[src/rtl/updn_tmr_pkg.sv]
package updn_tmr_pkg;

    typedef enum logic [1:0] {
        MODE_RLD_UP   = 2'd0,
        MODE_RLD_UPDN = 2'd1,
        MODE_CAPTURE  = 2'd2
    } tmr_mode_e;

    localparam int CTL_RUN  = 0;
    localparam int CTL_EXT  = 1;
    localparam int CTL_CAP  = 2;
    localparam int CTL_TRG  = 3;
    localparam int CTL_DIR  = 4;
    localparam int CTL_W    = 5;
    localparam int CTL_FLAG = 7;

endpackage

[src/rtl/updn_edge_det.sv]
module updn_edge_det #(
    parameter int NPIN = 2
) (
    input  logic            clk,
    input  logic            rst_n,
    input  logic            tick,
    input  logic [NPIN-1:0] pin,
    output logic [NPIN-1:0] fall
);

    logic [NPIN-1:0] smp_q;

    for (genvar i = 0; i < NPIN; i++) begin : g_pin
        always_ff @(posedge clk or negedge rst_n) begin
            if (!rst_n) begin
                smp_q[i] <= 1'b0;
            end else if (tick) begin
                smp_q[i] <= pin[i];
            end
        end

        assign fall[i] = tick & smp_q[i] & ~pin[i];

        // a falling edge needs a fresh high sample, so two in a row are impossible
        a_r3_single_fall: assert property (@(posedge clk) disable iff (!rst_n)
            fall[i] |=> !fall[i]);
    end

endmodule

[src/rtl/updn_mode_dec.sv]
module updn_mode_dec
    import updn_tmr_pkg::*;
(
    input  logic [CTL_W-1:0] ctl,
    input  logic             tick,
    input  logic             cnt_fall,
    input  logic             trig_fall,
    input  logic             trig_lvl,
    output tmr_mode_e        mode,
    output logic             step,
    output logic             dir_up,
    output logic             trig_act
);

    always_comb begin
        if (ctl[CTL_CAP]) begin
            mode = MODE_CAPTURE;
        end else if (ctl[CTL_DIR]) begin
            mode = MODE_RLD_UPDN;
        end else begin
            mode = MODE_RLD_UP;
        end
    end

    always_comb begin
        step     = ctl[CTL_RUN] & (ctl[CTL_EXT] ? cnt_fall : tick);
        dir_up   = (mode == MODE_RLD_UPDN) ? trig_lvl : 1'b1;
        trig_act = ctl[CTL_TRG] & trig_fall & (mode != MODE_RLD_UPDN);
    end

endmodule

[src/rtl/updn_count_core.sv]
module updn_count_core
    import updn_tmr_pkg::*;
#(
    parameter int CNT_W = 16
) (
    input  tmr_mode_e        mode,
    input  logic             step,
    input  logic             dir_up,
    input  logic             trig_act,
    input  logic [CNT_W-1:0] cnt_q,
    input  logic [CNT_W-1:0] rld_q,
    output logic [CNT_W-1:0] cnt_nxt,
    output logic             load,
    output logic             ovf_evt,
    output logic             cap_evt
);

    localparam logic [CNT_W-1:0] CNT_MAX = '1;
    localparam logic [CNT_W-1:0] CNT_ONE = CNT_W'(1);

    always_comb begin
        cnt_nxt = cnt_q;
        load    = 1'b0;
        ovf_evt = 1'b0;
        cap_evt = 1'b0;
        unique case (mode)
            MODE_CAPTURE: begin
                cap_evt = trig_act;
                if (step) begin
                    load = 1'b1;
                    if (cnt_q == CNT_MAX) begin
                        cnt_nxt = '0;
                        ovf_evt = 1'b1;
                    end else begin
                        cnt_nxt = cnt_q + CNT_ONE;
                    end
                end
            end
            MODE_RLD_UP: begin
                if (trig_act) begin
                    load    = 1'b1;
                    cnt_nxt = rld_q;
                end else if (step) begin
                    load = 1'b1;
                    if (cnt_q == CNT_MAX) begin
                        cnt_nxt = rld_q;
                        ovf_evt = 1'b1;
                    end else begin
                        cnt_nxt = cnt_q + CNT_ONE;
                    end
                end
            end
            MODE_RLD_UPDN: begin
                if (step) begin
                    load = 1'b1;
                    if (dir_up) begin
                        if (cnt_q == CNT_MAX) begin
                            cnt_nxt = rld_q;
                            ovf_evt = 1'b1;
                        end else begin
                            cnt_nxt = cnt_q + CNT_ONE;
                        end
                    end else if (cnt_q == rld_q) begin
                        cnt_nxt = CNT_MAX;
                        ovf_evt = 1'b1;
                    end else begin
                        cnt_nxt = cnt_q - CNT_ONE;
                    end
                end
            end
            default: begin
                load = 1'b0;
            end
        endcase
    end

endmodule

[src/rtl/updn_cap_timer.sv]
module updn_cap_timer
    import updn_tmr_pkg::*;
#(
    parameter int DATA_W = 8,
    parameter int CNT_W  = 16,
    parameter int ADDR_W = 3
) (
    input  logic              clk,
    input  logic              rst_n,
    input  logic              tick,
    input  logic              cnt_pin,
    input  logic              trig_pin,
    input  logic              wr_en,
    input  logic [ADDR_W-1:0] wr_addr,
    input  logic [DATA_W-1:0] wr_data,
    input  logic [ADDR_W-1:0] rd_addr,
    output logic [DATA_W-1:0] rd_data,
    output logic              ovf_flag
);

    localparam int NB = CNT_W / DATA_W;
    localparam logic [ADDR_W-1:0] CTL_ADDR = ADDR_W'(2 * NB);

    logic [CNT_W-1:0] cnt_q, rld_q, cnt_nxt;
    logic [CTL_W-1:0] ctl_q;
    logic             ovf_q;
    logic [NB-1:0]    cnt_wr_b, rld_wr_b;
    logic             cnt_wr, ctl_wr, ovf_set;
    logic [1:0]       pin_fall;
    tmr_mode_e        mode;
    logic             step, dir_up, trig_act, load, ovf_evt, cap_evt;
    logic             unused_wd;

    assign unused_wd = ^wr_data[DATA_W-2:CTL_W];

    always_comb begin
        for (int b = 0; b < NB; b++) begin
            cnt_wr_b[b] = wr_en && (wr_addr == ADDR_W'(b));
            rld_wr_b[b] = wr_en && (wr_addr == ADDR_W'(NB + b));
        end
        cnt_wr  = |cnt_wr_b;
        ctl_wr  = wr_en && (wr_addr == CTL_ADDR);
        ovf_set = ovf_evt && !cnt_wr;
    end

    updn_edge_det #(.NPIN(2)) u_edge (
        .clk   (clk),
        .rst_n (rst_n),
        .tick  (tick),
        .pin   ({trig_pin, cnt_pin}),
        .fall  (pin_fall)
    );

    updn_mode_dec u_dec (
        .ctl       (ctl_q),
        .tick      (tick),
        .cnt_fall  (pin_fall[0]),
        .trig_fall (pin_fall[1]),
        .trig_lvl  (trig_pin),
        .mode      (mode),
        .step      (step),
        .dir_up    (dir_up),
        .trig_act  (trig_act)
    );

    updn_count_core #(.CNT_W(CNT_W)) u_core (
        .mode     (mode),
        .step     (step),
        .dir_up   (dir_up),
        .trig_act (trig_act),
        .cnt_q    (cnt_q),
        .rld_q    (rld_q),
        .cnt_nxt  (cnt_nxt),
        .load     (load),
        .ovf_evt  (ovf_evt),
        .cap_evt  (cap_evt)
    );

    always_ff @(posedge clk or negedge rst_n) begin
        if (!rst_n) begin
            cnt_q <= '0;
            rld_q <= '0;
        end else begin
            for (int b = 0; b < NB; b++) begin
                if (cnt_wr_b[b]) begin
                    cnt_q[b*DATA_W +: DATA_W] <= wr_data;
                end else if (!cnt_wr && load) begin
                    cnt_q[b*DATA_W +: DATA_W] <= cnt_nxt[b*DATA_W +: DATA_W];
                end
                if (rld_wr_b[b]) begin
                    rld_q[b*DATA_W +: DATA_W] <= wr_data;
                end else if (cap_evt) begin
                    rld_q[b*DATA_W +: DATA_W] <= cnt_q[b*DATA_W +: DATA_W];
                end
            end
        end
    end

    always_ff @(posedge clk or negedge rst_n) begin
        if (!rst_n) begin
            ctl_q <= '0;
            ovf_q <= 1'b0;
        end else begin
            if (ctl_wr) begin
                ctl_q <= wr_data[CTL_W-1:0];
            end
            if (ovf_set) begin
                ovf_q <= 1'b1;
            end else if (ctl_wr && !wr_data[CTL_FLAG]) begin
                ovf_q <= 1'b0;
            end
        end
    end

    always_comb begin
        rd_data = '0;
        for (int b = 0; b < NB; b++) begin
            if (rd_addr == ADDR_W'(b)) begin
                rd_data = cnt_q[b*DATA_W +: DATA_W];
            end
            if (rd_addr == ADDR_W'(NB + b)) begin
                rd_data = rld_q[b*DATA_W +: DATA_W];
            end
        end
        if (rd_addr == CTL_ADDR) begin
            rd_data[CTL_W-1:0] = ctl_q;
            rd_data[CTL_FLAG]  = ovf_q;
        end
    end

    assign ovf_flag = ovf_q;

    // stopped timer holds unless software or a trigger reload touches it
    a_r4_hold: assert property (@(posedge clk) disable iff (!rst_n)
        (!ctl_q[CTL_RUN] && !cnt_wr && !(trig_act && mode != MODE_CAPTURE))
        |=> $stable(cnt_q));

    // upward wrap in reload mode loads the reload value and raises the flag
    a_r5_up_reload: assert property (@(posedge clk) disable iff (!rst_n)
        (mode == MODE_RLD_UP && step && !trig_act && !cnt_wr && cnt_q == '1)
        |=> (cnt_q == $past(rld_q) && ovf_q));

    // upward wrap in capture mode goes to zero and raises the flag
    a_r6_cap_wrap: assert property (@(posedge clk) disable iff (!rst_n)
        (mode == MODE_CAPTURE && step && !cnt_wr && cnt_q == '1)
        |=> (cnt_q == '0 && ovf_q));

    // downward step at the reload value gives all ones and raises the flag
    a_r7_down_wrap: assert property (@(posedge clk) disable iff (!rst_n)
        (mode == MODE_RLD_UPDN && step && !dir_up && !cnt_wr && cnt_q == rld_q)
        |=> (cnt_q == '1 && ovf_q));

    // a low-byte count write wins over any step
    a_r10_wr_wins: assert property (@(posedge clk) disable iff (!rst_n)
        cnt_wr_b[0] |=> cnt_q[DATA_W-1:0] == $past(wr_data));

    // flag stays set unless a clearing control write arrives
    a_r11_flag_sticky: assert property (@(posedge clk) disable iff (!rst_n)
        (ovf_q && !(ctl_wr && !wr_data[CTL_FLAG])) |=> ovf_q);

endmodule

[config.mk]
export PLATFORM = sky130hd
export DESIGN_NAME = updn_cap_timer
export DESIGN_NICKNAME = d
export VERILOG_FILES = /design/src/rtl/updn_tmr_pkg.sv /design/src/rtl/updn_edge_det.sv /design/src/rtl/updn_mode_dec.sv /design/src/rtl/updn_count_core.sv /design/src/rtl/updn_cap_timer.sv
export SDC_FILE = /design/constraint.sdc
export NUM_CORES = 1
export LEC_CHECK = 0
export BUFFER_PORTS_ARGS = -buffer_cell sky130_fd_sc_hd__buf_2
export CAP_MARGIN = 25
export CORE_ASPECT_RATIO = 1.5
export CORE_UTILIZATION = 55
export CTS_CLUSTER_SIZE = 30
export DETAILED_ROUTE_END_ITERATION = 6
export PLACE_DENSITY_LB_ADDON = 0.08
export REMOVE_ABC_BUFFERS = 1
export SLEW_MARGIN = 20
export SYNTH_ARGS = -nofsm -noshare
export SYNTH_HDL_FRONTEND = slang
export SYNTH_SLANG_ARGS = --single-unit
[constraint.sdc]
create_clock -name clk -period 2.5 [get_ports clk]
set_clock_uncertainty 0.05 [all_clocks]
set_input_delay 0.5 -clock clk [delete_from_list [all_inputs] [get_ports clk]]
set_output_delay 0.5 -clock clk [all_outputs]
set_load 0.01 [all_outputs]
==> flow_metrics.tcl, run 1 <==
set metrics [dict create \
    status "finished, final reports clean" \
    worstPathCellList "buf_4 > ha_1 > buf_4 > nand3_1 > nor2_1 > buf_4 > o32a_1 > o21ai_0 > o211ai_1 > o2bb2ai_1" \
    clk_latency_ns 0.32 \
    fmax_mhz 411.6 \
    via_per_inst 7.133 \
    grt_pass1_vias 4198 \
    setup_viol 0 \
    rsz0062_at_grt "false" \
    synth_seq_cells 40 \
    cts.sinks 40 \
    vias 4387 \
    ir_drop_uv 568.7 \
    ant_nets 0 \
    crit_required_ns 2.64 \
    port_buffers 28 \
    cp.arrival_ns 2.57 \
    p_leak_nw 1.929 \
    wl_um 15820 \
    end_kind "flip-flop" \
    cpPeakStageDelay_ns 0.45 \
    rows 36 \
    cts_buffers 5 \
    syn_area_per_cell_um2 7.978 \
    grt_pass1_wl_um 24360 \
    drive_above_1_share_pct 28.01 \
    drv_slew 0 \
    first_pass_iters 5 \
    grt_usage_pct 49.93 \
    area_growth_pct 22.71 \
    hold_viol_final 0 \
    crit_path_top_delay_cell "dfrtp_2" \
    wl_per_cell_um 25.72 \
    die-area_mm2 0.007040 \
    syn-cell-area_mm2 0.003686 \
    ios 29 \
    core_area_mm2 0.006486 \
    synth-edff-count 0 \
    hold_buffers 0 \
    routabilityCongestion 1.144 \
    cp_common_cell "buf_4" \
    cts.clk_slew.worst_paths_ns 0.10 \
    synth_cell_types 65 \
    crit_family "compound AO/OA/AOI/OAI gates" \
    dominantRegCellSynth "dfrtp_1" \
    fin_nets 560 \
    startpoint_type "flip-flop" \
    async_reset_ff_share_pct 100.0 \
    final_util_pct 69.73 \
    hpwl_um 12070 \
    die_y_um 102.3 \
    die_w_um 68.84 \
    dpl-instance-area_mm2 0.004342 \
    placedCellCount 604 \
    clock_path_buffers 2 \
    grt_max_degree 19 \
    syn_inst 462 \
    yosysSeqAreaShare_pct 27.16 \
    cp.buffers_inverters 3 \
    crit_type "reg -> reg" \
    cts_max_level 2 \
    fin_cells 615 \
    route.detailed.drc 0 \
    path_max_fanout 6 \
    setup-tns-final_ns 0 \
    power_mw 4.296 \
    slew-limit-headroom_pct 61.71 \
    powerDensity_mw_per_mm2 949.8 \
    maxCapViolCount 0 \
    fin_crit_sh_pct 97.19 \
    antenna_found_initial 0 \
    dr.first_iter.drc_count 679 \
    start_util_pct 56.83 \
    cts_tree "done" \
    min_period_ns 2.430 \
    clock-root-buffer "clkbuf_8" \
    diodes 0 \
    hp-class "in -> async" \
    design_area_mm2 0.004523 \
    grt-ovfl-total 0 \
    yosysWarnings 0 \
    worst_pin_slew_ns 0.5743 \
]
## area by class of cell
type / instances / area, um^2
Clock inverter: 1 / 30.03
Multi-Input combinational cell: 368 / 2497
Clock buffer: 7 / 96.34
Inverter: 18 / 67.56
Fill cell: 528 / 1963
Timing Repair Buffer: 105 / 730.7
Tap cell: 76 / 95.09
Sequential cell: 40 / 1006
## logic make-up (layout without fill, tap and decap cells)
group           Yosys count  in the layout  synth area share (%)
mux                      30             30                 11.17
flops                    40             40                 27.16
xor+xnor                 40             40                 9.504
compound gates          139            139                 24.41
buf+inv                  54            131                 6.008
simple gates            157            157                 21.08
fa+ha+maj                 2              2                0.6788
## through the flow
| step | hold slack, ns | setup slack, ns |
|---|---|---|
| after floorplan | 0.1544 | -0.4902 |
| after global placement | 0.3428 | 0.05006 |
| after detailed placement | 0.3405 | 0.05510 |
| after CTS | 0.001444 | 0.02881 |
| after global routing | 0.002588 | 0.002232 |
| final | 0.001784 | 0.07030 |
## final timing paths
| path | from | to | slack, ns | cells past startpoint |
|---|---|---|---|---|
| max in group asynchronous | rst_n | u_edge.smp_q[0] | 1.82 | 2 |
| max reg2reg | cnt_q[0] | cnt_q[15] | 0.07 | 10 |
| max | cnt_q[0] | cnt_q[15] | 0.07 | 10 |
| min reg2reg | u_edge.smp_q[0] | u_edge.smp_q[0] | 0.49 | 1 |
| min | rst_n | cnt_q[5] | 0.002 | 1 |
| min in group clk | cnt_pin | u_edge.smp_q[0] | 0.39 | 2 |
## Yosys cell counts, types with 3 or more instances
library cell | number | area share [%]
o21ai_0 | 49 | 6.7
or2_2 | 4 | 0.68
o31ai_1 | 4 | 0.81
or3_1 | 4 | 0.68
o221ai_1 | 3 | 0.71
mux2i_1 | 16 | 4.3
o32ai_1 | 3 | 0.71
a31oi_1 | 8 | 1.4
a21o_1 | 4 | 0.81
xor2_1 | 24 | 5.7
clkbuf_1 | 26 | 2.6
mux4_2 | 7 | 4.3
nor4_1 | 9 | 1.5
a31o_2 | 3 | 0.71
or4_4 | 3 | 0.92
inv_1 | 18 | 1.8
buf_2 | 6 | 0.81
o211ai_1 | 6 | 1.2
xnor2_1 | 16 | 3.8
a21oi_1 | 24 | 3.3
a221oi_1 | 8 | 1.9
nand2_1 | 53 | 5.4
nand4_1 | 6 | 1.0
nor2b_1 | 4 | 0.68
mux2_2 | 6 | 1.8
dfrtp_1 | 40 | 27
nand3_1 | 17 | 2.3
nor3_1 | 16 | 2.2
nor2_1 | 27 | 2.7
o22ai_1 | 3 | 0.51
## routing by layer
metal  vias to the layer above  global-route usage, %  routed length (um)  part of all wire [%]
li1                       1864                      -                   -                     -
met1                      1997                  59.50                5378                    34
met5                         -                  7.031                   0                     0
met3                       115                  18.08                1947                    12
met2                       411                  71.99                7197                    46
met4                         0                  35.48                1295                   8.2
## power by group
group	internal (mW)	leakage, nW	switching [mW]	total (mW)
clock	0.353	0.0645	0.269	0.622
combinational	1.09	1.36	1.36	2.46
sequential	0.855	0.500	0.363	1.22
## state kept, by name, indices dropped and copies added (netlist names)
signal / flops
cnt_q: 16
ovf_flag: 1
u_edge.smp_q: 2
ctl_q: 5
rld_q: 16
## cells in the final DEF, fill, tap and decap left out, types with 3 or more instances in the layout
cell,n
o32ai_1,3
nor4_1,7
buf_2,28
a221oi_1,8
nor2_1,25
o22ai_1,3
nor3_1,15
dfrtp_2,4
mux4_2,7
a31o_2,3
o31ai_1,4
nand2_1,53
o221ai_1,3
a21o_1,4
xor2_1,24
o211ai_1,6
a31oi_1,8
xnor2_1,16
nand4_1,6
a21oi_1,24
or2_2,4
mux2_2,6
o21ai_0,48
or4_4,3
nand3_1,17
or3_1,3
dfrtp_1,36
mux2i_1,16
nor2b_1,4
buf_4,76
inv_1,17
clkbuf_8,7
## timing repair
action | in CTS | in global routing
buffers inserted | 0 | 3
resized for setup | 0 | 12
endpoints found under the hold margin | 0 | 0
endpoints found under the setup margin | 0 | 14
No activity file was read; power rests on OpenSTA's default activity.
==> inputs of run 2 (changes only) <==
--- a/config.mk
+++ b/config.mk
@@ -12,7 +12,6 @@
 export CTS_CLUSTER_SIZE = 30
 export DETAILED_ROUTE_END_ITERATION = 6
 export PLACE_DENSITY_LB_ADDON = 0.08
-export REMOVE_ABC_BUFFERS = 1
 export SLEW_MARGIN = 20
 export SYNTH_ARGS = -nofsm -noshare
 export SYNTH_HDL_FRONTEND = slang
==> run 2 against run 1 <==
- sequential share of layout area barely moved
- via count fell by 2.5%
- global-route usage fell by 2.1 points
- combinational power fell by 3%
- critical path type unchanged
- critical endpoint unchanged
- highest routed layer unchanged
==> flow_metrics.tcl, run 2 (synthesized netlist as in run 1, its figures left out) <==
set metrics [dict create \
    fin_nets 556 \
    maxCapViolCount 0 \
    grt_pass1_wl_um 23340 \
    ios 29 \
    area_growth_pct 22.30 \
    cts_max_level 2 \
    startpoint "cnt_q[6]" \
    reg2reg_to "cnt_q[15]" \
    vias 4276 \
    min_from "cnt_pin" \
    via_per_inst 6.998 \
    drive_above_1_share_pct 27.29 \
    rsz0062_at_grt "false" \
    min_path_cells 2 \
    cpPeakStageDelay_ns 0.58 \
    cp.buffers_inverters 0 \
    p_leak_nw 1.918 \
    crit_path_top_delay_cell "or4_4" \
    worstPathCellList "or4_4 > or4_4 > nor3_4 > xnor2_2 > a311oi_2 > o2bb2ai_1" \
    grt_usage_pct 47.82 \
    cts.clk_slew.worst_paths_ns 0.09 \
    crit_required_ns 2.64 \
    finalWorstSetupSlack_ns 0.06236 \
    rows 36 \
    clock_path_buffers 2 \
    ir_drop_uv 659.8 \
    first_pass_iters 5 \
    drv_slew 0 \
    grt-ovfl-total 0 \
    die_w_um 68.84 \
    diodes 0 \
    r2r_cells 6 \
    grt_max_degree 19 \
    hold_viol_final 0 \
    routabilityCongestion 1.039 \
    end_kind "flip-flop" \
    final_util_pct 69.50 \
    route.detailed.drc 0 \
    wl_um 15530 \
    power_mw 4.176 \
    rrSetupSlack_ns 0.06 \
    crit_family "simple AND/OR/NAND/NOR gates" \
    grt_pass1_vias 4162 \
    path_max_fanout 4 \
    die_y_um 102.3 \
    final_cell_mix "71 x buf_4, 53 x nand2_1, 49 x o21ai_0, 40 x dfrtp_1, 28 x buf_2" \
    dr.first_iter.drc_count 593 \
    port_buffers 28 \
    cts_buffers 5 \
    min_period_ns 2.438 \
    powerDensity_mw_per_mm2 926.4 \
    hpwl_um 11750 \
    holdPathEnd "u_edge.smp_q[0]" \
    layout_commonest_cell "buf_4" \
    rr_startpoint "cnt_q[6]" \
    slew-limit-headroom_pct 54.31 \
    startpoint_type "flip-flop" \
    start_util_pct 56.83 \
    fin_crit_sh_pct 97.51 \
    cts.sinks 40 \
    hp-class "in -> reg" \
    wl_per_cell_um 25.42 \
    fmax_mhz 410.2 \
    cp_common_cell "or4_4" \
    crit_type "reg -> reg" \
    status "finished, final reports clean" \
    setup_viol 0 \
    clock-root-buffer "clkbuf_8" \
    antenna_found_initial 0 \
    clk_latency_ns 0.32 \
    core_area_mm2 0.006486 \
    die-area_mm2 0.007040 \
    cp.arrival_ns 2.58 \
    reg.largest.list "cnt_q (16), rld_q (16), ctl_q (5)" \
    worst_pin_slew_ns 0.6814 \
    ant_nets 0 \
    cts_tree "done" \
    pre_cts_slack_ns 0.1123 \
    setup-tns-final_ns 0 \
    synth_nets 484 \
]
run 2: how the worst max path moves through the flow:
stage                     slack, ns  cells after the start        end
after floorplan                0.07                      9  cnt_q[12]
after global placement         0.11                      6  cnt_q[13]
after detailed placement       0.11                      6  cnt_q[15]
after CTS                      0.09                      6  cnt_q[15]
after global routing         0.0007                      8  cnt_q[12]
final                          0.06                      6  cnt_q[15]
run 2: what timing repair did:
action	in CTS	in global routing
gates resized for setup	0	10
hold buffers	1	0
endpoints found under the hold margin	5	0
endpoints found under the setup margin	0	8
buffers inserted	0	0
run 2: per-layer routing:
metal	part of all wire [%]	track usage, %
met1	34	56.93
met2	46	70.28
met3	12	14.73
met4	8.6	36.42
met5	0	0
run 2: power breakdown:
part           total, mW  internal (mW)  switching (mW)
registers           1.18          0.851           0.326
logic               2.38           1.05            1.34
clock network      0.617          0.353           0.264
run 2: area by class of cell:
type                    instances  area [um^2]
fillers                       553         1978
flip-flops and latches         40         1001
clock inverters                 1        30.03
repair buffers                101        703.2
multi-input cells             368         2515
inverters                      18        67.56
well taps                      76        95.09
clock buffers                   7        96.34
run 2: through the flow:
stage	hold WS (ns)	cell area (um^2)	std cells
after detailed placement	0.2921	4327	602
after floorplan	0.1544	3686	462
after CTS	0.3844	4463	611
after global routing	0.3964	4508	611
final	0.3889	4508	611
after global placement	0.2879	4327	602
